`src/rtl/lcd_regif_pkg.sv`:
```
package lcd_regif_pkg;
  localparam int PIX_W = 11;

  // register indices (byte offset >> 2)
  localparam int IX_UP     = 4;
  localparam int IX_LP     = 5;
  localparam int IX_RAW    = 8;
  localparam int IX_MSK    = 9;
  localparam int IX_CLR    = 10;
  localparam int IX_UPCUR  = 11;
  localparam int IX_LPCUR  = 12;
  localparam int N_TIMING  = 4;
  localparam int N_ID      = 8;

  // control word bit positions
  localparam int CB_EN   = 0;
  localparam int CB_BGR  = 8;
  localparam int CB_BEBY = 9;
  localparam int CB_BEPX = 10;
  localparam int CB_PWR  = 11;

  // status bit positions raised by a frame tick
  localparam int SB_NEXTBASE = 2;
  localparam int SB_VCOMP    = 3;

  function automatic logic [7:0] id_byte(input logic [2:0] k, input logic ext);
    case (k)
      3'd0:    id_byte = ext ? 8'h11 : 8'h10;
      3'd1:    id_byte = 8'h11;
      3'd2:    id_byte = ext ? 8'h24 : 8'h04;
      3'd3:    id_byte = 8'h00;
      3'd4:    id_byte = 8'h0D;
      3'd5:    id_byte = 8'hF0;
      3'd6:    id_byte = 8'h05;
      default: id_byte = 8'hB1;
    endcase
  endfunction
endpackage

```
`src/rtl/lcd_frame_tick.sv`:
```
module lcd_frame_tick #(
  parameter int TICK_CYCLES = 3333333
) (
  input  logic clk,
  input  logic rst,
  input  logic run,
  input  logic restart,
  output logic tick
);
  localparam int CNT_W = (TICK_CYCLES > 2) ? $clog2(TICK_CYCLES) : 1;
  localparam logic [CNT_W-1:0] LAST = CNT_W'(TICK_CYCLES - 1);

  logic [CNT_W-1:0] cnt_q;

  assign tick = run && !restart && (cnt_q == LAST);

  always_ff @(posedge clk) begin
    if (rst || restart || !run) cnt_q <= '0;
    else if (cnt_q == LAST)     cnt_q <= '0;
    else                        cnt_q <= cnt_q + CNT_W'(1);
  end
endmodule

```
`src/rtl/lcd_irq_unit.sv`:
```
module lcd_irq_unit
  import lcd_regif_pkg::*;
#(
  parameter int DATA_W = 32
) (
  input  logic              clk,
  input  logic              rst,
  input  logic              mask_we,
  input  logic              clr_we,
  input  logic [DATA_W-1:0] wdata,
  input  logic              tick,
  output logic [DATA_W-1:0] mask_q,
  output logic [DATA_W-1:0] raw_q,
  output logic [DATA_W-1:0] masked,
  output logic              irq
);
  localparam logic [DATA_W-1:0] TICK_SET =
    (DATA_W'(1) << SB_NEXTBASE) | (DATA_W'(1) << SB_VCOMP);

  logic [DATA_W-1:0] raw_d, mask_d;

  always_comb begin
    raw_d  = raw_q & ~(clr_we ? wdata : '0);
    if (tick) raw_d = raw_d | TICK_SET;   // new events win over a clear
    mask_d = mask_we ? wdata : mask_q;
  end

  always_ff @(posedge clk) begin
    if (rst) begin
      raw_q  <= '0;
      mask_q <= '0;
      irq    <= 1'b0;
    end else begin
      raw_q  <= raw_d;
      mask_q <= mask_d;
      irq    <= |(raw_d & mask_d);
    end
  end

  assign masked = raw_q & mask_q;
endmodule

```
`src/rtl/lcd_cfg_regs.sv`:
```
module lcd_cfg_regs
  import lcd_regif_pkg::*;
#(
  parameter int DATA_W = 32
) (
  input  logic                           clk,
  input  logic                           rst,
  input  logic [N_TIMING-1:0]            tim_we,
  input  logic                           up_we,
  input  logic                           lp_we,
  input  logic                           ctrl_we,
  input  logic [DATA_W-1:0]              wdata,
  output logic [N_TIMING-1:0][DATA_W-1:0] tim_q,
  output logic [DATA_W-1:0]              up_q,
  output logic [DATA_W-1:0]              lp_q,
  output logic [DATA_W-1:0]              ctrl_q,
  output logic [PIX_W-1:0]               width_q,
  output logic [PIX_W-1:0]               height_q
);
  for (genvar k = 0; k < N_TIMING; k++) begin : g_tim
    always_ff @(posedge clk) begin
      if (rst)            tim_q[k] <= '0;
      else if (tim_we[k]) tim_q[k] <= wdata;
    end
  end

  always_ff @(posedge clk) begin
    if (rst) begin
      up_q     <= '0;
      lp_q     <= '0;
      ctrl_q   <= '0;
      width_q  <= '0;
      height_q <= '0;
    end else begin
      if (up_we)   up_q   <= wdata;
      if (lp_we)   lp_q   <= wdata;
      if (ctrl_we) ctrl_q <= wdata;
      // 16 pixels per step of bits [7:2], plus one step
      if (tim_we[0]) width_q  <= (PIX_W'(wdata[7:2]) + PIX_W'(1)) << 4;
      if (tim_we[1]) height_q <= PIX_W'(wdata[9:0]) + PIX_W'(1);
    end
  end
endmodule

```
`src/rtl/lcd_regif_top.sv`:
```
module lcd_regif_top
  import lcd_regif_pkg::*;
#(
  parameter int ADDR_W      = 12,
  parameter int DATA_W      = 32,
  parameter int VARIANT     = 0,
  parameter int TICK_CYCLES = 3333333
) (
  input  logic              clk,
  input  logic              rst,
  input  logic              bus_sel,
  input  logic              bus_wr,
  input  logic [ADDR_W-1:0] bus_addr,
  input  logic [DATA_W-1:0] bus_wdata,
  output logic [DATA_W-1:0] bus_rdata,
  output logic              irq,
  output logic [PIX_W-1:0]  panel_width,
  output logic [PIX_W-1:0]  panel_height,
  output logic [2:0]        pixel_depth,
  output logic              scan_on,
  output logic              swap_rb,
  output logic              big_byte,
  output logic              big_pixel
);
  localparam int IDX_W   = ADDR_W - 2;
  localparam int ID_BASE = (1 << IDX_W) - N_ID;
  localparam int MASK_IX = (VARIANT == 0) ? 6 : 7;
  localparam int CTRL_IX = (VARIANT == 0) ? 7 : 6;
  localparam bit EXT_ID  = (VARIANT == 2);

  logic [IDX_W-1:0] idx;
  logic             wr_en, in_id, unused_lsb;
  logic [N_TIMING-1:0] tim_we;
  logic up_we, lp_we, ctrl_we, mask_we, clr_we;
  logic tick_w;
  logic [N_TIMING-1:0][DATA_W-1:0] tim_q;
  logic [DATA_W-1:0] up_q, lp_q, ctrl_q, mask_w, raw_w, masked_w, rd_d;

  assign idx        = bus_addr[ADDR_W-1:2];
  assign unused_lsb = ^bus_addr[1:0];
  assign wr_en      = bus_sel && bus_wr;
  assign in_id      = (int'(idx) >= ID_BASE);

  for (genvar k = 0; k < N_TIMING; k++) begin : g_twe
    assign tim_we[k] = wr_en && (idx == IDX_W'(k));
  end
  assign up_we   = wr_en && (idx == IDX_W'(IX_UP));
  assign lp_we   = wr_en && (idx == IDX_W'(IX_LP));
  assign ctrl_we = wr_en && (idx == IDX_W'(CTRL_IX));
  assign mask_we = wr_en && (idx == IDX_W'(MASK_IX));
  assign clr_we  = wr_en && (idx == IDX_W'(IX_CLR));

  lcd_cfg_regs #(.DATA_W(DATA_W)) u_cfg (
    .clk(clk), .rst(rst), .tim_we(tim_we), .up_we(up_we), .lp_we(lp_we),
    .ctrl_we(ctrl_we), .wdata(bus_wdata), .tim_q(tim_q), .up_q(up_q),
    .lp_q(lp_q), .ctrl_q(ctrl_q), .width_q(panel_width), .height_q(panel_height)
  );

  assign scan_on     = ctrl_q[CB_EN] && ctrl_q[CB_PWR];
  assign pixel_depth = ctrl_q[3:1];
  assign swap_rb     = ctrl_q[CB_BGR];
  assign big_byte    = ctrl_q[CB_BEBY];
  assign big_pixel   = ctrl_q[CB_BEPX];

  lcd_frame_tick #(.TICK_CYCLES(TICK_CYCLES)) u_tick (
    .clk(clk), .rst(rst), .run(scan_on), .restart(ctrl_we), .tick(tick_w)
  );

  lcd_irq_unit #(.DATA_W(DATA_W)) u_irq (
    .clk(clk), .rst(rst), .mask_we(mask_we), .clr_we(clr_we),
    .wdata(bus_wdata), .tick(tick_w), .mask_q(mask_w), .raw_q(raw_w),
    .masked(masked_w), .irq(irq)
  );

  always_comb begin
    rd_d = '0;
    if (in_id) begin
      rd_d = DATA_W'(id_byte(idx[2:0], EXT_ID));
    end else if (int'(idx) < N_TIMING) begin
      rd_d = tim_q[idx[1:0]];
    end else begin
      case (idx)
        IDX_W'(IX_UP), IDX_W'(IX_UPCUR): rd_d = up_q;
        IDX_W'(IX_LP), IDX_W'(IX_LPCUR): rd_d = lp_q;
        IDX_W'(CTRL_IX):                 rd_d = ctrl_q;
        IDX_W'(MASK_IX):                 rd_d = mask_w;
        IDX_W'(IX_RAW):                  rd_d = raw_w;
        IDX_W'(IX_MSK):                  rd_d = masked_w;
        default:                         rd_d = '0;
      endcase
    end
  end

  always_ff @(posedge clk) begin
    if (rst)                    bus_rdata <= '0;
    else if (bus_sel && !bus_wr) bus_rdata <= rd_d;
  end
endmodule

```
`config.mk`:
```
export PLATFORM = sky130hd
export DESIGN_NAME = lcd_regif_top
export DESIGN_NICKNAME = d
export VERILOG_FILES = /design/src/rtl/lcd_regif_pkg.sv /design/src/rtl/lcd_frame_tick.sv /design/src/rtl/lcd_irq_unit.sv /design/src/rtl/lcd_cfg_regs.sv /design/src/rtl/lcd_regif_top.sv
export SDC_FILE = /design/constraint.sdc
export NUM_CORES = 1
export LEC_CHECK = 0
export ABC_AREA = 1
export BUFFER_PORTS_ARGS = -buffer_cell sky130_fd_sc_hd__buf_2
export CORE_MARGIN = 2
export CORE_UTILIZATION = 30
export DETAILED_ROUTE_END_ITERATION = 8
export HOLD_SLACK_MARGIN = 0.1
export REMOVE_ABC_BUFFERS = 1
export SYNTH_ARGS = -nofsm -noshare
export SYNTH_HDL_FRONTEND = slang
export SYNTH_HIERARCHICAL = 1
export SYNTH_SLANG_ARGS = --single-unit
```
`constraint.sdc`:
```
create_clock -name clk -period 3.25 [get_ports clk]
set_clock_uncertainty 0.05 [all_clocks]
set_input_delay 0.325 -clock clk [delete_from_list [all_inputs] [get_ports clk]]
set_output_delay 0.325 -clock clk [all_outputs]
set_load 0.005 [all_outputs]
```
==> flow_summary.yaml <==
run_status:
  status: "complete, no violations"
clock_tree:
  cts_sinks: 361
  cts_inserted_buffers: 40
  clk_latency_ns: 0.56
  post_cts_buffers: 0
  cts-root-buf: "clkbuf_16"
  cts_max_level: 2
  clkTransAtPathRegs_ns: 0.06
  clock_path_buffers: 3
  cts_tree: "done"
sta:
  hold_viol: 0
  slew_viol_final: 0
  clock.fmax_mhz: 467.1
  period_share: 0.6587
  fin_ws_ns: 1.109
  setup_viol: 0
  min_period_ns: 2.141
  maxSlewHeadroom: 0.2010
  tightest_slew_ns: 1.197
  rsz0062_at_grt: "no"
  whs_ns: 0.1116
yosys:
  yosys.area.top_type: "dfxtp_1"
  yosysSeqAreaShare: 0.4269
  yosysWarningCount: 6
  syn_area_mm2: 0.01693
  yosysMostFrequentCell: "nor2_1"
  synth_top_area_share: 0.4269
  synth-seq-cells: 361
  synth_common_cells: "nor2_1, nand2_1, dfxtp_1"
  synth.distinct_cells: 42
  postSynthCellCount: 2511
  avgSynthCellArea_um2: 6.742
  synth-main-ff-cell: "dfxtp_1"
  synth_edf_count: 0
  synth_area_leaders: "dfxtp_1, nor2_1, nand2_1, o21ai_0, a21oi_1"
  synthArstFlopShare: 0
worst_setup_path:
  crit_start: "bus_addr[11]"
  crit_path_start_kind: "primary input"
  worstSetupEndpoint: "u_cfg/tim_q[44]"
  crit_chain: "buf_2, nor2_2, buf_4, nand2_2, nor3_2, inv_1, buf_4, nor2_1, nor2_1"
  cp_max_fo: 27
  critPathCaptureType: "flip-flop"
  worst-setup-path-type: "in2reg"
  r2r.worst_path.cells: 16
  max_stage_delay_ns: 0.52
  cp.required_ns: 3.64
  r2r_start: "u_tick/cnt_q[0]"
  slowest_stage: "inv_1"
  timing.reg2reg.setup_slack_ns: 1.37
  cp.arrival_ns: 2.53
  r2r-end: "u_irq/irq"
die:
  rows: 87
  die_w_um: 241.6
  initial_core_util: 0.3020
  die_height_um: 241.6
  coreArea_mm2: 0.05606
  floorplan.io_pins: 110
  die-area_mm2: 0.05835
worst_hold_path:
  min_path_type: "in2reg"
power:
  vdd_drop_max_mv: 0.3553
  p_per_area_mw_per_mm2: 476.3
  total_power_uw: 9370
  leakage_uw: 0.008714
cells_and_area:
  n_fill_cell: 6071
  layout.nets: 2631
  instances_no_fill: 3364
  seq_area_mm2: 0.007227
  multi_input_area_mm2: 0.008258
  antennaDiodeCount: 0
  drive_gt1_frac: 0.1066
  final_area_mm2: 0.01967
  syn_to_final_growth_pct: 16.19
placed_design:
  placed_area_mm2: 0.01814
  gp_congestion: 0.7922
  port_buffers: 103
  dp_cells: 3267
  place_ws_ns: 0.5883
  dp.final_hpwl_um: 34410
run:
  drv_cap: 0
grt:
  grt.overflow.total: 0
  antenna_found_initial: 0
  grt_max_degree: 96
  grt_pass1_vias: 14640
  grt_pass1_wl_um: 85530
  track_usage: 0.1819
drt:
  wl_per_cell_um: 16.33
  drt_iter0_drc: 1366
  ant_nets: 0
  vias: 16250
  detail_route.first_pass.iterations: 6
  drc_errors: 0
  avgViaCountPerCell: 4.831
  wl_um: 54940
==> logic make-up (layout without fill, tap and decap cells) <==
logic type / Yosys count / after routing / synth area share
DFF: 361 / 361 / 0.4269
xor gates and xnor gates: 10 / 10 / 0.005174
other: 1 / 4 / 0.0002215
adders and majority gates: 4 / 4 / 0.002956
and+or+nand+nor: 1291 / 1291 / 0.3209
AOI/OAI and AO/OA: 490 / 490 / 0.1548
buffers and inverters: 354 / 448 / 0.08913
==> power by group <==
group | internal [uW] | switching [uW] | leakage (uW)
clock network | 2580 | 1900 | 0.000634
registers | 4430 | 3.24 | 0.00291
logic | 119 | 337 | 0.00517
total | 7130 | 2240 | 0.00871
==> through the flow <==
stage	utilization	TNS, ns
after CTS	0.3509	0
after global placement	0.3235	0
after detailed placement	0.3235	0
after global routing	0.3509	0
after floorplan	-	-543.58
final	0.3509	0
==> layer usage <==
metal	routed length [um]	vias up	global-route usage
li1	-	8232	-
met1	25110	7494	0.2500
met4	1227	0	0.04969
met5	0	-	0
met3	3466	74	0.02664
met2	25140	452	0.2968
==> layout by cell type, fill, tap and decap left out, types with 4 or more instances in the layout <==
cell,count
nor2_1,543
o21ai_0,279
clkbuf_8,6
clkinv_1,5
nand4_1,58
inv_1,181
conb_1,4
buf_4,42
dlygate4sd3_1,26
dfxtp_1,361
buf_12,6
a21oi_1,145
a21boi_0,24
buf_2,102
nor2_4,14
o221ai_1,24
xor2_1,7
clkbuf_16,40
clkinv_2,9
nand3b_1,8
o21ai_1,13
clkbuf_1,11
nand3_1,135
nand2_1,489
nand2_2,13
nor2_2,9
inv_2,14
ha_1,4
nor3_2,5
==> what timing repair did <==
item,4_1_cts,5_1_grt
hold buffers,26,0
endpoints found under the hold margin,157,0
gates resized for setup,0,0
==> worst max-delay path, delay by kind of cell <==
kind | cells | cell delay [ns]
buffers and inverters | 4 | 1.38
AND/OR/NAND/NOR | 5 | 0.79
==> worst min path at each step <==
stage	start	endpoint	slack, ns	cells after the start
after CTS	bus_wdata[31]	u_cfg/tim_q[31]	0.10	3
after detailed placement	u_tick/cnt_q[0]	u_tick/cnt_q[0]	0.39	1
after floorplan	rst	bus_rdata[10]	0.34	1
after global placement	u_tick/cnt_q[0]	u_tick/cnt_q[0]	0.38	1
after global routing	bus_wdata[31]	u_cfg/tim_q[31]	0.11	3
final	bus_wdata[31]	u_cfg/tim_q[31]	0.11	3
==> final cells by class <==
type / instances / area share
clock buffers: 57 / 0.05718
clock inverters: 14 / 0.007633
inverters: 201 / 0.03861
multi-input cells: 1799 / 0.4198
flip-flops and latches: 361 / 0.3674
well taps: 756 / 0.04809
repair buffers: 176 / 0.06132
==> registers in the layout, indices dropped and copies added, names as in the netlist, 11 cells and up <==
name,count
u_tick/cnt_q,22
u_irq/mask_q,32
u_cfg/lp_q,32
u_cfg/tim_q,128
u_cfg/ctrl_q,32
u_cfg/height_q,11
u_irq/raw_q,32
bus_rdata,32
u_cfg/up_q,32
Power figures use the tool's default switching activity.
